### src/rtl/wp_pkg.sv
package wp_pkg;

    localparam int STATUS_W = 8;

    typedef struct packed {
        logic       lock_en;
        logic [1:0] blk;
    } wp_cfg_t;

    localparam wp_cfg_t CFG_RESET = '{lock_en: 1'b0, blk: 2'b00};

    function automatic logic [STATUS_W-1:0] fmt_status(wp_cfg_t cfg, logic wel);
        return {cfg.lock_en, 3'b000, cfg.blk, wel, 1'b0};
    endfunction

    // top2 holds the two most significant address bits
    function automatic logic region_locked(logic [1:0] blk, logic [1:0] top2);
        case (blk)
            2'b00:   return 1'b0;
            2'b01:   return top2 == 2'b11;
            2'b10:   return top2[1];
            default: return 1'b1;
        endcase
    endfunction

endpackage

### src/rtl/wp_latch.sv
module wp_latch (
    input  logic clk,
    input  logic rst,
    input  logic set_i,
    input  logic clr_i,
    input  logic sr_done_i,
    input  logic mem_done_i,
    output logic wel_o
);
    logic drop;
    assign drop = clr_i | sr_done_i | mem_done_i;

    always_ff @(posedge clk) begin
        if (rst)
            wel_o <= 1'b0;
        else if (drop)
            wel_o <= 1'b0;
        else if (set_i)
            wel_o <= 1'b1;
    end
endmodule

### src/rtl/wp_cfg_regs.sv
module wp_cfg_regs
    import wp_pkg::*;
(
    input  logic                clk,
    input  logic                rst,
    input  logic                sr_wr_i,
    input  logic [STATUS_W-1:0] data_i,
    input  logic                wel_i,
    input  logic                wp_n_i,
    output wp_cfg_t             cfg_o
);
    logic    accept;
    wp_cfg_t incoming;
    logic    unused_bits;

    assign accept      = sr_wr_i & wel_i & ~(cfg_o.lock_en & ~wp_n_i);
    assign incoming    = '{lock_en: data_i[7], blk: data_i[3:2]};
    assign unused_bits = ^{data_i[6:4], data_i[1:0]};

    always_ff @(posedge clk) begin
        if (rst)
            cfg_o <= CFG_RESET;
        else if (accept)
            cfg_o <= incoming;
    end
endmodule

### src/rtl/wp_permit.sv
module wp_permit
    import wp_pkg::*;
#(
    parameter int ADDR_W = 11
) (
    input  logic              wel_i,
    input  logic [1:0]        blk_i,
    input  logic [ADDR_W-1:0] addr_i,
    output logic              ok_o
);
    localparam int TOP = ADDR_W - 1;

    logic [1:0] top2;
    assign top2 = addr_i[TOP -: 2];
    assign ok_o = wel_i & ~region_locked(blk_i, top2);
endmodule

### src/rtl/wp_guard.sv
module wp_guard
    import wp_pkg::*;
#(
    parameter int ADDR_W = 11
) (
    input  logic                clk,
    input  logic                rst,
    input  logic                set_wel_i,
    input  logic                clr_wel_i,
    input  logic                sr_wr_i,
    input  logic [STATUS_W-1:0] sr_data_i,
    input  logic                mem_wr_done_i,
    input  logic [ADDR_W-1:0]   addr_i,
    input  logic                wp_n_i,
    output logic [STATUS_W-1:0] status_o,
    output logic                mem_wr_ok_o
);
    logic    wel;
    wp_cfg_t cfg;

    wp_latch u_latch (
        .clk        (clk),
        .rst        (rst),
        .set_i      (set_wel_i),
        .clr_i      (clr_wel_i),
        .sr_done_i  (sr_wr_i),
        .mem_done_i (mem_wr_done_i),
        .wel_o      (wel)
    );

    wp_cfg_regs u_cfg (
        .clk     (clk),
        .rst     (rst),
        .sr_wr_i (sr_wr_i),
        .data_i  (sr_data_i),
        .wel_i   (wel),
        .wp_n_i  (wp_n_i),
        .cfg_o   (cfg)
    );

    wp_permit #(.ADDR_W(ADDR_W)) u_permit (
        .wel_i  (wel),
        .blk_i  (cfg.blk),
        .addr_i (addr_i),
        .ok_o   (mem_wr_ok_o)
    );

    assign status_o = fmt_status(cfg, wel);
endmodule

### config.mk
export PLATFORM = sky130hd
export DESIGN_NAME = wp_guard
export DESIGN_NICKNAME = d
export VERILOG_FILES = /design/src/rtl/wp_pkg.sv /design/src/rtl/wp_latch.sv /design/src/rtl/wp_cfg_regs.sv /design/src/rtl/wp_permit.sv /design/src/rtl/wp_guard.sv
export SDC_FILE = /design/constraint.sdc
export NUM_CORES = 1
export LEC_CHECK = 0
export ABC_AREA = 1
export BUFFER_PORTS_ARGS = -buffer_cell sky130_fd_sc_hd__buf_2
export CORE_AREA = 10 10 47 49
export DETAILED_ROUTE_END_ITERATION = 8
export DIE_AREA = 0 0 57 59
export PLACE_DENSITY = 0.59
export SLEW_MARGIN = 20
export SYNTH_ARGS = -nofsm -noshare
export SYNTH_HDL_FRONTEND = slang
export SYNTH_SLANG_ARGS = --single-unit
export TNS_END_PERCENT = 20
### constraint.sdc
create_clock -name clk -period 1 [get_ports clk]
set_input_delay 0.15 -clock clk [delete_from_list [all_inputs] [get_ports clk]]
set_output_delay 0.15 -clock clk [all_outputs]
set_load 0.02 [all_outputs]
======== Word level (Yosys, flattened, before mapping) ========
Cells that the tools add are included.
storage, ports and cells
  register bits ........................... 4
  word-level logic and storage cells ...... 18
  bits of input ports ..................... 26
cells by class
  bitwise logic cells ..................... 9
  equal/unequal tests ..................... 3
  reductions and logical operators ........ 2
  muxes and demuxes ....................... 1
operators with widths
  operator                                              number
  bitwise AND 1 bit                                     4
  equality test 2 bit (second input constant)           2
  NOT 1 bit                                             3
  case mux 1 bit (3 select lines)                       1
  equality test 2 x 1 -> 1 bit (second input constant)  1
  logical NOT 2 bit                                     1
  bitwise OR 1 bit                                      2
  OR reduction 2 bit                                    1

======== Logic depth before layout (Yosys ltp) ========
Gate-level depths: netlist (run 1).
  word-level depth ........................ 4
  depth in mapped cells ................... 5

======== Cells and area by module ========
A second synthesis (run 1) with hierarchy kept.
unflattened totals
  cells, all modules ...................... 41
  area total of the unflattened synthesis .. 249.0 µm²
modules (own cells, without submodules)
  module       sequential area each (µm²)  cells an instance  area each (µm²)  instances
  wp_cfg_regs  60.1                        23                 145.1            1
  wp_guard     0.0                         6                  41.3             1
  wp_latch     20.0                        6                  38.8             1
  wp_permit    0.0                         6                  23.8             1

======== Least setup slack after synthesis (run 1) ========
OpenSTA, ideal clock, no wires.
  path kind ............................... register to output
  start point ............................. reg u_cfg.cfg_o[0] (netlist name)
  end point ............................... out mem_wr_ok_o
  arrival time ............................ 0.787 ns
  data required time ...................... 0.850 ns
  buffers on the path ..................... 0
  stages on the path, launching flop included .. 3
  slack ................................... 0.063 ns
  path through ............................ dfxtp_1 -> o21ai_0 -> and3_1
on the way
  longest elaborated chain between the ends .. 4
RTL lines
  element                                            RTL line           text
  start, declared                                    wp_cfg_regs.sv:10  output wp_cfg_t cfg_o
  start signal, assigned                             wp_cfg_regs.sv:24  cfg_o <= incoming;
  equality test 2 bit, or another cell as far along  wp_pkg.sv:18       case (blk)
  case mux 1 bit (3 select lines) *                  wp_pkg.sv:18
  NOT 1 bit *                                        wp_permit.sv:15    assign ok_o = wel_i & ~region_locked(blk_i, top2);
  bitwise AND 1 bit *                                wp_permit.sv:15
  end, declared                                      wp_guard.sv:16     output logic mem_wr_ok_o
Every way passes the cells marked *; elsewhere a longest branch is shown, timed or not.

======== Final worst setup path (run 1) ========
Ends and elaborated chain as after synthesis.

==> summary.md, run 1 <==
| Metric | Value |
|---|---|
| Outcome | finished, violations left |
| Failing checks | setup timing |
| Grt met1 use | 3.571% |
| Fillers | 167 |
| Tcrit/Tclk final | 108.9% |
| Top-level I/O count | 35 |
| Post-Syn Instances | 36 |
| Vias per cell | 3.757 |
| GR Util met3 | 4.077% |
| Max Slew Vio Count | 0 |
| Critical Path End Type | output pin |
| Starting DRT DRC Count | 4 |
| Root Driver | clkbuf_4 |
| Post-synthesis compound-gate area fraction | between 10% and 20% |
| Largest cells by area after synthesis | dfxtp_1, buf_4, inv_1, nand2_2, a21oi_1 |
| Final setup margin | -88.98 ps |
| CP required | 850 ps |
| PD cells | 1143 nW/um^2 |
| Crit-path max cell delay | approximately 320 ps |
| Final HPWL DP | 589.1 um |
| CTS tree | done |
| Initial antenna violation count | 0 |
| Core area | 1401 um^2 |
| Clock power frac | 47.3% |
| Largest net degree at the start of global routing | 6 |
| Synth Area in Adders | 0% |
| Syn Area/Cell | 6.743 um^2 |
| Post-synth top area share | 32.99% |
| Via count | 263 |
| Dpl cell area | 316.6 um^2 |
| Most frequent cells in the layout | buf_2, inv_1, conb_1 |
| DP Worst Slack | 87.76 ps |
| Worst R2R Path Depth | 5 |
| Most common cell after layout, fill and taps aside | buf_2 |
| Tmin final | 1089 ps |
| Synthesized area | 242.7 um^2 |
| Final Hold Fails | 0 |
| Post-route ant nets | 0 |
| Row Count | 14 |
| Switching pwr | 106.5 uW |
| Internal power | 322.8 uW |
| Multiplexer share of the synthesized area | 0% |
| Drt pass-1 iters | 4 |
| Number of max-cap violations | 0 |
| WHS Endpoint | u_latch.wel_o$_SDFFE_PP0P_ |
| Hold Crit Start | sr_wr_i |
| Post-route cell area | 375.4 um^2 |
| Maximum operating frequency | around 900 MHz |
| Gr busiest metal | met2 |
| Port bufs | 16 |
| Total clock sinks | 4 |
| Reg clk slew, reported paths | ~40 ps |
| Starting Density | 17.32% |
| FF-to-FF setup slack | 180 ps |
| Layout cell share with drive strength beyond 1 | ~54% |
| RR Endpoint | u_cfg.cfg_o[2]$_SDFFE_PP0P_ |
| Total grt overflow | 0 |
| Final setup viols | 1 |
| Post-synthesis simple-gate area fraction | 26.29% |
| Crit-path max FO | 3 |
| DRC Markers | 0 |
| Final Skew | 5.806 ps |
| Post-detailed-route wirelength per cell | 10.39 um |
| WL final | about 730 um |
| R2r startpoint | u_latch.wel_o$_SDFFE_PP0P_ |
| Full die area | 3363 um^2 |
| Sequential cell area fraction in the yosys report | 32.99% |
| Final core occ | 26.79% |
| First-pass GRT wire length | 1.124 mm |
| Synth Register Bits | 4 |
| Logic pwr share | 14.2% |
| Synth area leader | dfxtp_1 |
| Startpoint type of the worst setup path | register |
| Area Growth Syn to Fin | 54.64% |
| Reg power frac | 38.5% |
| Worst EP arrival | between 900 and 1000 ps |
| WP buf/inv | 1 |
| RSZ-0062 raised after global routing | yes |
| Synth Area in XOR/XNOR | 0% |
| Final nets | 82 |
| Library cells used by synthesis | 14 |
| Crit path cell chain | o21ai_2, and3_4, buf_6 |
| Hold Crit Depth | 2 |
| Gr usage total | ~4.4% |
| Met2 Use GR | between 6 and 7% |
| H-tree depth | 1 |
| Critical path class | register to output pin |
| Leakage | 0.2031 nW |
| Maximum vdd drop | between 400 and 500 uV |
| Worst skew pair latency | 240 ps |
| Die W | around 57 um |
| Slowest CP cell | dfxtp_2 |
| Die height | 59 um |
| Final GP Congestion | 0.6563 |
| TritonCTS Buffers | 3 |
| Switch share | 24.80% |
| Max clock buf depth | 2 |
| Ys Warns | 0 |
| Largest family of logic cells by synthesized area | buffers and inverters |
| ANT cells | 0 |
| Hold crit path type | input pin to register |
| Vias in the first global route | ~280 |
| Top delay family on crit path | flip-flops |
==> cell type report <==
type | instances | area, um^2 | area share [%]
Multi-Input combinational cell | 23 | 122.6 | 32.67
Clock buffer | 3 | 22.52 | 6.000
Tap cell | 16 | 20.02 | 5.333
Sequential cell | 4 | 82.58 | 22.00
Timing Repair Buffer | 17 | 100.1 | 26.67
Inverter | 7 | 27.53 | 7.333
==> how the worst max path moves through the flow <==
stage	from	end	slack [ps]	depth (start not counted)
2_1_floorplan	u_cfg.cfg_o[0]$_SDFFE_PP0P_	mem_wr_ok_o	60	2
3_3_place_gp	u_cfg.cfg_o[0]$_SDFFE_PP0P_	mem_wr_ok_o	100	3
3_5_place_dp	u_cfg.cfg_o[0]$_SDFFE_PP0P_	mem_wr_ok_o	90	3
4_1_cts	u_cfg.cfg_o[0]$_SDFFE_PP0P_	mem_wr_ok_o	-100	3
5_1_grt	u_cfg.cfg_o[0]$_SDFFE_PP0P_	mem_wr_ok_o	-140	3
6_report	u_cfg.cfg_o[0]$_SDFFE_PP0P_	mem_wr_ok_o	-90	3
==> cell usage after synthesis <==
cell	n
buf_4	5
dfxtp_1	4
o21ai_1	2
nand2_1	2
nor3_1	1
o21ai_0	1
nand3_1	3
conb_1	1
a21oi_1	3
nor2_1	3
inv_1	6
clkinv_2	1
and3_1	1
nand2_2	3
==> routing by layer <==
| layer | vias up | wire length (um) |
|---|---|---|
| li1 | 139 | - |
| met2 | 10 | 362 |
| met4 | 0 | 0 |
| met1 | 114 | 253 |
| met3 | 0 | 110 |
| met5 | - | 0 |
==> power by group through the flow <==
stage	clock (mW)	combinational, mW	sequential [mW]
6_report	0.203	0.0610	0.165
5_1_grt	0.226	0.0680	0.165
4_1_cts	0.216	0.0585	0.165
3_5_place_dp	0	0.0561	0.167
3_3_place_gp	0	0.0557	0.167
2_1_floorplan	0	0.0400	0.169
==> state kept, by name, indices dropped and copies added, names as in the netlist <==
signal	flops
u_cfg.cfg_o	3
u_latch.wel_o	1
==> timing repair <==
item | 4_1_cts | 5_1_grt
hold buffers | 0 | 0
setup buffers | 1 | 0
resized for setup | 5 | 5
pin swaps | 2 | 1
endpoints found under the setup margin | 1 | 2
==> per-stage QoR <==
stage	power (mW)	std cells	hold WS [ps]	TNS [ps]
floorplan	0.2090	39	226.8	0
global placement	0.2230	66	341.0	0
detailed placement	0.2234	66	344.6	0
CTS	0.4392	70	87.19	-98.86
global route	0.4593	70	92.85	-135.7
finish	0.4292	70	96.33	-88.98
==> cells by family after synthesis <==
group,Yosys count
other,1
buffers and inverters,12
AND/OR/NAND/NOR,13
AO/OA/AOI/OAI,6
flip-flops,4
Power figures use the tool's default switching activity.
==> inputs of run 2 (changes only) <==
Settings changed: CTS_CLUSTER_DIAMETER set to 40, PLACE_DENSITY 0.59 to 0.6, SYNTH_HIERARCHICAL set to 1.
==> run 2 against run 1 <==
The run still ends with setup timing left. Sequential share of layout area increased by 0.79 points. Routed wire length up 2.1%. Area after synthesis increased by 2.6%. Worst hold slack gained 23 ps. Utilization shrank 0.54 points. Sequential power about the same. Die area is the same. Critical path depth grew 1. Final cell count increased by 7.1%. Highest routed layer unchanged.
==> summary.md, run 2 <==
| Metric | Value |
|---|---|
| First-pass GRT wire length | 1.159 mm |
| Die height | 59 um |
| Synth area leader | dfxtp_1 |
| Max clock buf depth | 2 |
| Final GP Congestion | 0.6706 |
| Library cells used by synthesis | 11 |
| Final Skew | roughly 3.3 ps |
| Via count | 287 |
| Largest net degree at the start of global routing | 6 |
| Root Driver | clkbuf_4 |
| Post-route ant nets | 0 |
| Area Growth Syn to Fin | 47.74% |
| Leakage | 0.2116 nW |
| Final std cells w/o fill | 75 |
| Most frequent cell after synthesis | nor2_1 |
| Top-level I/O count | 35 |
| Most common cell after layout, fill and taps aside | buf_2 |
| Initial antenna violation count | 0 |
| Top delay family on crit path | flip-flops |
| Outcome | finished, violations left |
| Final setup viols | 1 |
| Row Count | 14 |
| Post-synth top flop | dfxtp_1 |
| Post-synth top area share | 32.16% |
| Full die area | roughly 3400 um^2 |
| Crit-path max cell delay | 320 ps |
| Maximum vdd drop | approximately 290 uV |
| Drt pass-1 iters | 4 |
| Critical path depth | 4 |
| Synthesized area | 249.0 um^2 |
| Tcrit/Tclk final | 104.0% |
| Slowest CP cell | dfxtp_2 |
| Failing checks | setup timing |
| Hold Crit Depth | 3 |
| WL final | 742 um |
| WP buf/inv | 1 |
| Crit path cell chain | nor2_2, nor2_1, nor2_1, buf_4 |
| Final core occ | 26.25% |
| Max FFs per register | 3 |
| Critical Path End Type | output pin |
| Ys Warns | 6 |
| RSZ-0062 raised after global routing | yes |
| Biggest regs | u_cfg/cfg_o (3), u_latch/wel_o (1) |
| Vias per cell | around 3.8 |
| Critical path class | register to output pin |
| Maximum operating frequency | a little under 1000 MHz |
| Tmin final | 1040 ps |
| Final setup margin | -40.37 ps |
| Reg clk slew, reported paths | 40 ps |
| Worst EP arrival | 890 ps |
| Top cell by count, worst path | nor2_1 |
| Total grt overflow | 0 |
| ANT cells | 0 |
| Number of synthesized flops with an enable pin | 0 |
| Vias in the first global route | 291 |
| TNS Setup | -40.37 ps |
| Layout cell share with drive strength beyond 1 | approximately 44% |
| Ys async rst share | 0% |
| Number of max-cap violations | 0 |
| Worst R2R Path Depth | 5 |
| Gr usage total | 4.453% |
| Post-detailed-route wirelength per cell | 9.893 um |
| Max Slew Vio Count | 0 |
| Hold crit path type | input pin to register |
| Final Hold Fails | 0 |
| Largest cells by area after synthesis | dfxtp_1, buf_4, nor2_1, inv_1, nand2_1 |
| Crit-path max FO | 3 |
| Synth Register Bits | 4 |
| Power Total | 423.6 uW |
| Worst skew pair latency | 230 ps |
| Starting Density | about 18% |
| Final nets | 87 |
| Syn Area/Cell | 6.073 um^2 |
| Core area | 1401 um^2 |
| Port bufs | 16 |
| Dpl cells | 71 |
| CP required | 850 ps |
| PD cells | 1151 nW/um^2 |
| Startpoint type of the worst setup path | register |
| Largest Register | u_cfg/cfg_o |
| Final HPWL DP | 590 um |
| Post-synth top cells | nor2_1, inv_1, nand2_1, buf_4, dfxtp_1 |
| Most frequent cells in the layout | buf_2, nor2_1, inv_1, nand2_1, conb_1 |
| Die W | 57 um |
| CTS tree | done |
| Sequential cell area fraction in the yosys report | between 30% and 40% |
| TritonCTS Buffers | 3 |
| Post-Syn Instances | 41 |
| Post-CTS Hold Fix Bufs | 0 |
| H-tree depth | 1 |
| DRC Markers | 0 |
| Fin Hold WS | between 100 and 150 ps |
| Starting DRT DRC Count | 9 |
| Total clock sinks | 4 |
run 2: report_power, final:
| group | total (mW) | switching, mW | internal, mW |
|---|---|---|---|
| clock | 0.196 | 0.0617 | 0.134 |
| combinational | 0.0629 | 0.0371 | 0.0258 |
| sequential | 0.165 | 0.00191 | 0.163 |
| total | 0.424 | 0.101 | 0.323 |
run 2: path summary, 6_finish.rpt:
path / startpoint / to / slack [ps]
max: u_cfg/cfg_o[0]$_SDFFE_PP0P_ / mem_wr_ok_o / -40
min: sr_data_i[7] / u_cfg/cfg_o[2]$_SDFFE_PP0P_ / 120
max reg2reg: u_latch/wel_o$_SDFFE_PP0P_ / u_cfg/cfg_o[2]$_SDFFE_PP0P_ / 190
min reg2reg: u_latch/wel_o$_SDFFE_PP0P_ / u_latch/wel_o$_SDFFE_PP0P_ / 500
run 2: stage by stage:
stage	cell area, um^2	setup slack (ps)
floorplan	260.3	24.09
global placement	322.8	146.2
detailed placement	322.8	146.0
CTS	359.1	-47.79
global route	367.9	-134.6
finish	367.9	-40.37
run 2: layer usage:
| metal | share of wire (%) | GRT usage [%] | vias up |
|---|---|---|---|
| li1 | - | - | 150 |
| met1 | 34 | 3.448 | 121 |
| met2 | 48 | 6.822 | 16 |
| met3 | 18 | 4.506 | 0 |
| met4 | 0 | 3.020 | 0 |
| met5 | 0 | 0 | - |
run 2: cells by family (layout without fill, tap and decap cells):
group           Yosys count  after routing  share of synthesized area (%)
compound gates            4              4                          8.037
buf+inv                  13             28                          27.14
flops                     4              4                          32.16
other cells               1              4                          1.506
simple gates             19             19                          31.15
run 2: cell type report:
type | count | area, um^2
clock buffer | 3 | 22.52
fill | 181 | 1033
inverter | 8 | 30.03
multi-input combinational | 27 | 115.1
sequential | 4 | 83.83
tap | 16 | 20.02
timing repair buffer | 17 | 96.34
run 2: worst reg2reg max path: cells and delay by family, from the launching register on:
kind	cells	cell delay [ps]
flops	1	330
simple gates	2	130
buf+inv	2	140
compound gates	1	110
run 2: what timing repair did:
action,4_1_cts,5_1_grt
pin swaps,2,1
buffers inserted,1,0
gates resized for setup,4,3
endpoints found under the setup margin,1,2
